### src/rtl/pgc_pkg.sv
package pgc_pkg;
  localparam int NUM_PLL  = 5;
  localparam int MODE_W   = 3;
  localparam int PWR_W    = 2;
  localparam int CAUSE_W  = 2;
  localparam int NUM_PWR  = 2;
  localparam int IDLE_IDX = NUM_PWR;
  localparam int NUM_DEP  = NUM_PLL - NUM_PWR - 1;
  localparam int N_CODES  = 1 << MODE_W;

  typedef enum logic [MODE_W-1:0] {
    MODE_STOP  = 3'b001,
    MODE_LPBYP = 3'b101,
    MODE_FRBYP = 3'b110,
    MODE_LOCK  = 3'b111
  } pll_mode_e;

  typedef enum logic [PWR_W-1:0] {
    PWR_OFF = 2'b00,
    PWR_RET = 2'b01,
    PWR_ON  = 2'b11
  } pwr_state_e;

  typedef enum logic [CAUSE_W-1:0] {
    CAUSE_RUN  = 2'b00,
    CAUSE_IDLE = 2'b01,
    CAUSE_MODE = 2'b10,
    CAUSE_RST  = 2'b11
  } cause_e;

  typedef enum logic [1:0] {
    RULE_LPBYP,
    RULE_ALLBYP,
    RULE_BOTHBYP,
    RULE_STOP
  } rule_e;

  // Set of mode codes that stop the clock for a given rule
  function automatic logic [N_CODES-1:0] gate_mask(rule_e r);
    logic [N_CODES-1:0] m;
    m = '1;
    m[MODE_STOP]  = 1'b0;
    m[MODE_LPBYP] = 1'b0;
    m[MODE_FRBYP] = 1'b0;
    m[MODE_LOCK]  = 1'b0;
    case (r)
      RULE_LPBYP:   m[MODE_LPBYP] = 1'b1;
      RULE_ALLBYP: begin
        m[MODE_STOP]  = 1'b1;
        m[MODE_LPBYP] = 1'b1;
        m[MODE_FRBYP] = 1'b1;
      end
      RULE_BOTHBYP: begin
        m[MODE_LPBYP] = 1'b1;
        m[MODE_FRBYP] = 1'b1;
      end
      default:      m[MODE_STOP] = 1'b1;
    endcase
    return m;
  endfunction

  function automatic rule_e rule_of(int i);
    case (i)
      0:       return RULE_LPBYP;
      1:       return RULE_ALLBYP;
      2:       return RULE_BOTHBYP;
      default: return RULE_STOP;
    endcase
  endfunction

  function automatic bit runs_at_reset(int i);
    return (i == 0) || (i == 2);
  endfunction
endpackage

### src/rtl/pgc_rst_sync.sv
module pgc_rst_sync #(
  parameter int STAGES = 2
) (
  input  logic clk_i,
  input  logic rst_ni,
  output logic rst_sync_no
);
  logic [STAGES-1:0] chain_q;
  logic [STAGES-1:0] chain_d;

  always_comb begin
    chain_d = {chain_q[STAGES-2:0], 1'b1};
  end

  always_ff @(posedge clk_i or negedge rst_ni) begin
    if (!rst_ni) chain_q <= '0;
    else         chain_q <= chain_d;
  end

  assign rst_sync_no = chain_q[STAGES-1];
endmodule

### src/rtl/pgc_gate_rule.sv
module pgc_gate_rule
  import pgc_pkg::*;
#(
  parameter rule_e KIND = RULE_STOP
) (
  input  logic [MODE_W-1:0] mode_i,
  input  logic              auto_en_i,
  input  logic              idle_req_i,
  output logic              run_o,
  output cause_e            cause_o
);
  localparam logic [N_CODES-1:0] MASK = gate_mask(KIND);

  logic mode_gated;
  logic auto_gated;

  always_comb begin
    mode_gated = MASK[mode_i];
    auto_gated = auto_en_i && (mode_i == MODE_LOCK) && idle_req_i;
    run_o      = !mode_gated && !auto_gated;
    if (mode_gated)      cause_o = CAUSE_MODE;
    else if (auto_gated) cause_o = CAUSE_IDLE;
    else                 cause_o = CAUSE_RUN;
  end
endmodule

### src/rtl/pgc_state_reg.sv
module pgc_state_reg
  import pgc_pkg::*;
#(
  parameter bit RST_RUN = 1'b1
) (
  input  logic   clk_i,
  input  logic   rst_ni,
  input  logic   run_d_i,
  input  cause_e cause_d_i,
  output logic   run_o,
  output cause_e cause_o
);
  localparam cause_e RST_CAUSE = RST_RUN ? CAUSE_RUN : CAUSE_RST;

  logic   run_q;
  cause_e cause_q;
  logic   upd_en;

  always_comb begin
    upd_en = (run_d_i != run_q) || (cause_d_i != cause_q);
  end

  always_ff @(posedge clk_i or negedge rst_ni) begin
    if (!rst_ni) begin
      run_q   <= RST_RUN;
      cause_q <= RST_CAUSE;
    end else if (upd_en) begin
      run_q   <= run_d_i;
      cause_q <= cause_d_i;
    end
  end

  assign run_o   = run_q;
  assign cause_o = cause_q;
endmodule

### src/rtl/pll_out_gate_ctrl.sv
module pll_out_gate_ctrl
  import pgc_pkg::*;
#(
  parameter int SYNC_STAGES = 2
) (
  input  logic                        clk_i,
  input  logic                        rst_ni,
  input  logic [NUM_PLL*MODE_W-1:0]   mode_i,
  input  logic [NUM_PLL-1:0]          auto_en_i,
  input  logic [NUM_PWR*PWR_W-1:0]    pwr_state_i,
  input  logic                        dom_idle_i,
  input  logic [NUM_DEP-1:0]          dep_clk_act_i,
  output logic [NUM_PLL-1:0]          clk_en_o,
  output logic [NUM_PLL*CAUSE_W-1:0]  status_o
);
  logic rst_sync_n;

  pgc_rst_sync #(.STAGES(SYNC_STAGES)) u_rst_sync (
    .clk_i       (clk_i),
    .rst_ni      (rst_ni),
    .rst_sync_no (rst_sync_n)
  );

  for (genvar gi = 0; gi < NUM_PLL; gi++) begin : g_pll
    logic   idle_req;
    logic   run_d;
    cause_e cause_d;
    cause_e cause_q;

    if (gi < NUM_PWR) begin : g_pwr
      logic [PWR_W-1:0] st;
      assign st       = pwr_state_i[gi*PWR_W +: PWR_W];
      assign idle_req = (st == PWR_OFF) || (st == PWR_RET);
    end else if (gi == IDLE_IDX) begin : g_idle
      assign idle_req = dom_idle_i;
    end else begin : g_dep
      assign idle_req = !dep_clk_act_i[gi-IDLE_IDX-1];
    end

    pgc_gate_rule #(.KIND(rule_of(gi))) u_rule (
      .mode_i     (mode_i[gi*MODE_W +: MODE_W]),
      .auto_en_i  (auto_en_i[gi]),
      .idle_req_i (idle_req),
      .run_o      (run_d),
      .cause_o    (cause_d)
    );

    pgc_state_reg #(.RST_RUN(runs_at_reset(gi))) u_reg (
      .clk_i     (clk_i),
      .rst_ni    (rst_sync_n),
      .run_d_i   (run_d),
      .cause_d_i (cause_d),
      .run_o     (clk_en_o[gi]),
      .cause_o   (cause_q)
    );

    assign status_o[gi*CAUSE_W +: CAUSE_W] = cause_q;
  end
endmodule

### config.mk
export PLATFORM = sky130hd
export DESIGN_NAME = pll_out_gate_ctrl
export DESIGN_NICKNAME = d
export VERILOG_FILES = /design/src/rtl/pgc_pkg.sv /design/src/rtl/pgc_rst_sync.sv /design/src/rtl/pgc_gate_rule.sv /design/src/rtl/pgc_state_reg.sv /design/src/rtl/pll_out_gate_ctrl.sv
export SDC_FILE = /design/constraint.sdc
export NUM_CORES = 1
export LEC_CHECK = 0
export ABC_AREA = 1
export BUFFER_PORTS_ARGS = -buffer_cell sky130_fd_sc_hd__buf_2
export CORE_MARGIN = 2
export CORE_UTILIZATION = 35
export DETAILED_ROUTE_END_ITERATION = 10
export GPL_TIMING_DRIVEN = 0
export MAX_ROUTING_LAYER = met4
export PLACE_DENSITY = 0.71
export SYNTH_ARGS = -nofsm -noshare
export SYNTH_HDL_FRONTEND = slang
export SYNTH_SLANG_ARGS = --single-unit
### constraint.sdc
create_clock -name clk_i -period 0.8 [get_ports clk_i]
set_clock_uncertainty 0.15 [all_clocks]
set_input_delay 0.08 -clock clk_i [delete_from_list [all_inputs] [get_ports clk_i]]
set_output_delay 0.08 -clock clk_i [all_outputs]
set_load 0.01 [all_outputs]
Yosys cells after proc, flatten, opt, wreduce, memory -nomap -nowiden
Memory sizes are Yosys's and may differ from the RTL's.
Cells that the tools add are included.
- logic and storage cells: 89
- flip-flop bits (word level): 17
- bits in read-only memories: 40
- output and inout bits: 15
- memories: 5
- bits of input ports: 29
- order comparisons: 5
- reduce and logical (&&, ||, !) cells: 36
- mux-type cells: 15
- equality and inequality tests: 17
- memories (name ; words ; width ; read ports ; clocked after memory_dff ; write ports ; line ; text):
    (name not given) ; 8 ; 1 ; 1 ; 0 ; 0 ; pgc_gate_rule.sv:18 ; mode_gated = MASK[mode_i];
    (name not given) ; 8 ; 1 ; 1 ; 0 ; 0 ; pgc_gate_rule.sv:18 ;
    (name not given) ; 8 ; 1 ; 1 ; 0 ; 0 ; pgc_gate_rule.sv:18 ;
    (name not given) ; 8 ; 1 ; 1 ; 0 ; 0 ; pgc_gate_rule.sv:18 ;
    (name not given) ; 8 ; 1 ; 1 ; 0 ; 0 ; pgc_gate_rule.sv:18 ;
- operators by type and width (operator ; number):
    < comparator 3 x 4 -> 1 bit (second input constant) ; 5
    equality test 3 bit (second input constant) ; 5
    logical AND 1 bit ; 15
    zero test 1 bit ; 12
    2-to-1 mux 1 bit ; 10
    2-to-1 mux 2 bit ; 5
    inequality test 2 bit ; 5
    logical OR 1 bit ; 7
    inequality test 1 bit ; 5
    equality test 2 x 1 -> 1 bit (second input constant) ; 2
    zero test 2 bit ; 2

Longest topological paths before layout
- depth in word-level cells: 7
- gate-level depth with buffers: 5
- gate-level depth less buffers: 5

Modules after synthesis
From an unflattened synthesis, not the netlist that was laid out.
- cells, all modules: 78
- area, all modules: 716.9 sq um
- by module, submodules not included (module ; sequential area each (sq um) ; times used ; area each (sq um) ; cells each):
    pgc_state_reg at g_pll[1].u_reg ... ; 77.6 ; 3 ; 88.8 ; 6
    pgc_state_reg at g_pll[0].u_reg ... ; 76.3 ; 2 ; 87.6 ; 6
    pgc_gate_rule at g_pll[3].u_rule ... ; 0.0 ; 2 ; 31.3 ; 6
    pgc_gate_rule at g_pll[2].u_rule ; 0.0 ; 1 ; 57.6 ; 12
    pgc_gate_rule at g_pll[0].u_rule ; 0.0 ; 1 ; 53.8 ; 11
    pgc_rst_sync ; 50.0 ; 1 ; 53.8 ; 3
    pgc_gate_rule at g_pll[1].u_rule ; 0.0 ; 1 ; 32.5 ; 6
    pll_out_gate_ctrl ; 0.0 ; 1 ; 15.0 ; 4

Worst setup path after synthesis
No wires, ideal clock.
- kind: register -> output
- from: register g_pll[0].u_reg.run_q
- to: output clk_en_o[0]
- stages on the path, launching flop included: 2
- buffers on the path: 1
- arrival: 0.594 ns
- setup slack: -0.024 ns
- cells stage by stage: dfstp_2 > buf_4
- RTL lines (what ; line ; text):
    start, declared ; pgc_state_reg.sv:15 ; logic run_q;
    start signal, assigned ; pgc_state_reg.sv:28 ; run_q <= run_d_i;
    end, declared ; pll_out_gate_ctrl.sv:13 ; output logic [NUM_PLL-1:0] clk_en_o,
No word-level cell between the ends.

Worst setup path in the final report
- from: register g_pll[1].u_reg.cause_q[0]
- to: output status_o[2]
- RTL lines (what ; line ; text):
    start, declared ; pgc_state_reg.sv:16 ; cause_e cause_q;
    start signal, assigned ; pgc_state_reg.sv:29 ; cause_q <= cause_d_i;
    end, declared ; pll_out_gate_ctrl.sv:14 ; output logic [NUM_PLL*CAUSE_W-1:0] status_o
No word-level cell between the ends.

==> impl_metrics.tcl <==
set metrics [dict create \
    grtUsageTotal 0.128 \
    syn_inst 63 \
    areaGrowthSynthToFinish_pct 46.0 \
    core_area_mm2 0.00176 \
    arrival_ns 0.93 \
    hold_end "g_pll[3].u_reg.cause_o[0]" \
    slew_viol_final 0 \
    routabilityCongestion 0.539 \
    status "finished with violations" \
    drt_pre_antenna_iters 3 \
    setup_ws_ns -0.355 \
    clk_latency_ns 0.28 \
    cap_violations 0 \
    setup_tns_ns -4.26 \
    drive_gt1_frac 0.596 \
    grt_pass1_vias 503 \
    clock-sinks 17 \
    ys_types 14 \
    wirelength_mm 1.30 \
    setup_viol 15 \
    hp-class "primary input to flop" \
    portBuffers 41 \
    grt_max_degree 16 \
    detail-route-antenna-nets 0 \
    yosys_warnings 0 \
    yosys_register_bits 17 \
    io_pins 44 \
    die_x_um 47.6 \
    cts_tree "yes" \
    r2r_slack_ns 0.18 \
    antenna_found_initial 0 \
    whs_ns -0.225 \
    cts_hold_buf 1 \
    htreeDepth 1 \
    critPathTopFamily "flip-flops" \
    total_leakage_power_nw 0.529 \
    powerDensity_mw_per_mm2 1650 \
    vias_per_cell 4.17 \
    timing.final.crit_share 1.44 \
    numCtsBuffers 3 \
    wl_per_cell_um 10.1 \
    cpPeakStageDelay_ns 0.54 \
    r2r_cells 0 \
    fin_crit_ns 1.16 \
    synth_area_um2 664 \
    final_nets 134 \
    synth_area_leaders "dfrtp_1 (34%), dfstp_2 (32%), inv_1 (6.2%)" \
    syn_area_per_cell_um2 10.5 \
    failed_checks "hold timing, setup timing" \
    ys_seq_area_frac 0.655 \
    synthesis.nets 92 \
    clockRootBuffer "clkbuf_4" \
    start_kind "flop" \
    crit_type "flop to output pin" \
    r2r_end "u_rst_sync.chain_q[1]" \
    die-area_mm2 0.00226 \
    rsz0062_at_grt "yes" \
    endpoint_kind "output pin" \
    path_max_fanout 1 \
    finalHoldViolCount 21 \
    peakVddDrop_mv 0.598 \
    grt-ovfl-total 0 \
    synth_top_cell_area_share 0.339 \
    start_util 0.377 \
    cp_num_buf_inv 1 \
    fmax_mhz 865 \
    cp.required_ns 0.57 \
    worstPathCellList "buf_6" \
    num_rows 15 \
    dp_hpwl_mm 1.04 \
    slowest_stage "dfstp_2" \
    n_antenna_cell 0 \
    die_h_um 47.6 \
    hold_start "dep_clk_act_i[0]" \
    max-clock-path-buffers 2 \
    path_clk_slew_ns 0.09 \
    r2r-start "u_rst_sync.chain_q[0]" \
    dr.first_iter.drc_count 1 \
    yosysTopAreaCell "dfrtp_1" \
    post_cts_buffers 0 \
    min_path_cells 2 \
    vias 538 \
    drc 0 \
    grt_pass1_wl_mm 1.87 \
]
synth_stat cells:
master / n
inv_1: 11
o21ai_1: 2
nand3_2: 1
nor2_2: 4
nand2_2: 3
dfrtp_1: 9
a21oi_1: 1
nor3_2: 1
nand3_1: 3
nor2_1: 4
nand2_1: 10
buf_4: 5
dfstp_2: 8
conb_1: 1
metal layers:
metal	wire, um	part of all wire	up-vias	global-route usage
li1	-	-	263	-
met1	398	0.31	246	0.104
met2	771	0.59	25	0.246
met3	97	0.075	4	0.0340
met4	31	0.024	0	0.0811
met5	0	0	-	-
power by group:
group | total (mW) | internal [mW] | switching, mW
sequential | 0.942 | 0.914 | 0.0284
combinational | 0.223 | 0.125 | 0.0982
clock | 0.437 | 0.194 | 0.244
sequential cells by signal (all words and copies together), names as in the netlist:
name / cells
g_pll.u_reg.cause_o: 10
g_pll.u_reg.run_o: 5
u_rst_sync.chain_q: 2
how the worst max path moves through the flow:
stage                                   start     endpoint  slack (ns)  depth (start not counted)
CTS                      g_pll[2].u_reg.run_o  clk_en_o[2]       -0.37                          1
global placement         g_pll[2].u_reg.run_o  clk_en_o[2]       -0.12                          2
detailed placement       g_pll[0].u_reg.run_o  clk_en_o[0]       -0.13                          2
floorplan                g_pll[0].u_reg.run_o  clk_en_o[0]       -0.02                          1
global route        g_pll[1].u_reg.cause_o[0]  status_o[2]       -0.39                          1
finish              g_pll[1].u_reg.cause_o[0]  status_o[2]       -0.36                          1
kinds of logic after synthesis:
| family | count (synthesis) | share of synthesized area |
|---|---|---|
| compound gates | 3 | 0.0226 |
| simple gates | 26 | 0.198 |
| other cells | 1 | 0.00564 |
| buf+inv | 16 | 0.119 |
| flops | 17 | 0.655 |
per-stage QoR:
stage	utilization	cells	worst slack (ns)	total power, mW	cell area (um2)
after global placement	0.515	129	-0.124	1.16	908
after global routing	0.550	129	-0.386	1.68	970
final	0.550	129	-0.355	1.60	970
after floorplan	-	63	-0.0205	1.05	672
after CTS	0.549	129	-0.365	1.63	968
after detailed placement	0.515	129	-0.125	1.17	908
what timing repair did:
| item | CTS | global route |
|---|---|---|
| gates resized for setup | 11 | 1 |
| pin swaps | 0 | 0 |
| hold endpoints to repair | 17 | 17 |
| endpoints found under the setup margin | 15 | 30 |
cells in the final DEF, fill, tap and decap left out, types with 2 or more instances in the layout:
cell and count:
dfstp_2 8, buf_6 11, nand2_2 3, inv_1 11
nor2_1 4, dfrtp_1 8, buf_2 30, nor2_2 4
nand2_1 10, clkbuf_4 3, nand3_1 3, o21ai_1 2
area by class of cell:
class                   count  area (um2)
fillers                   170         795
flip-flops and latches     17         437
repair buffers             42         284
multi-input cells          30         150
inverters                  11        41.3
well taps                  25        31.3
clock buffers               4        26.3
Power figures use the tool's default switching activity.
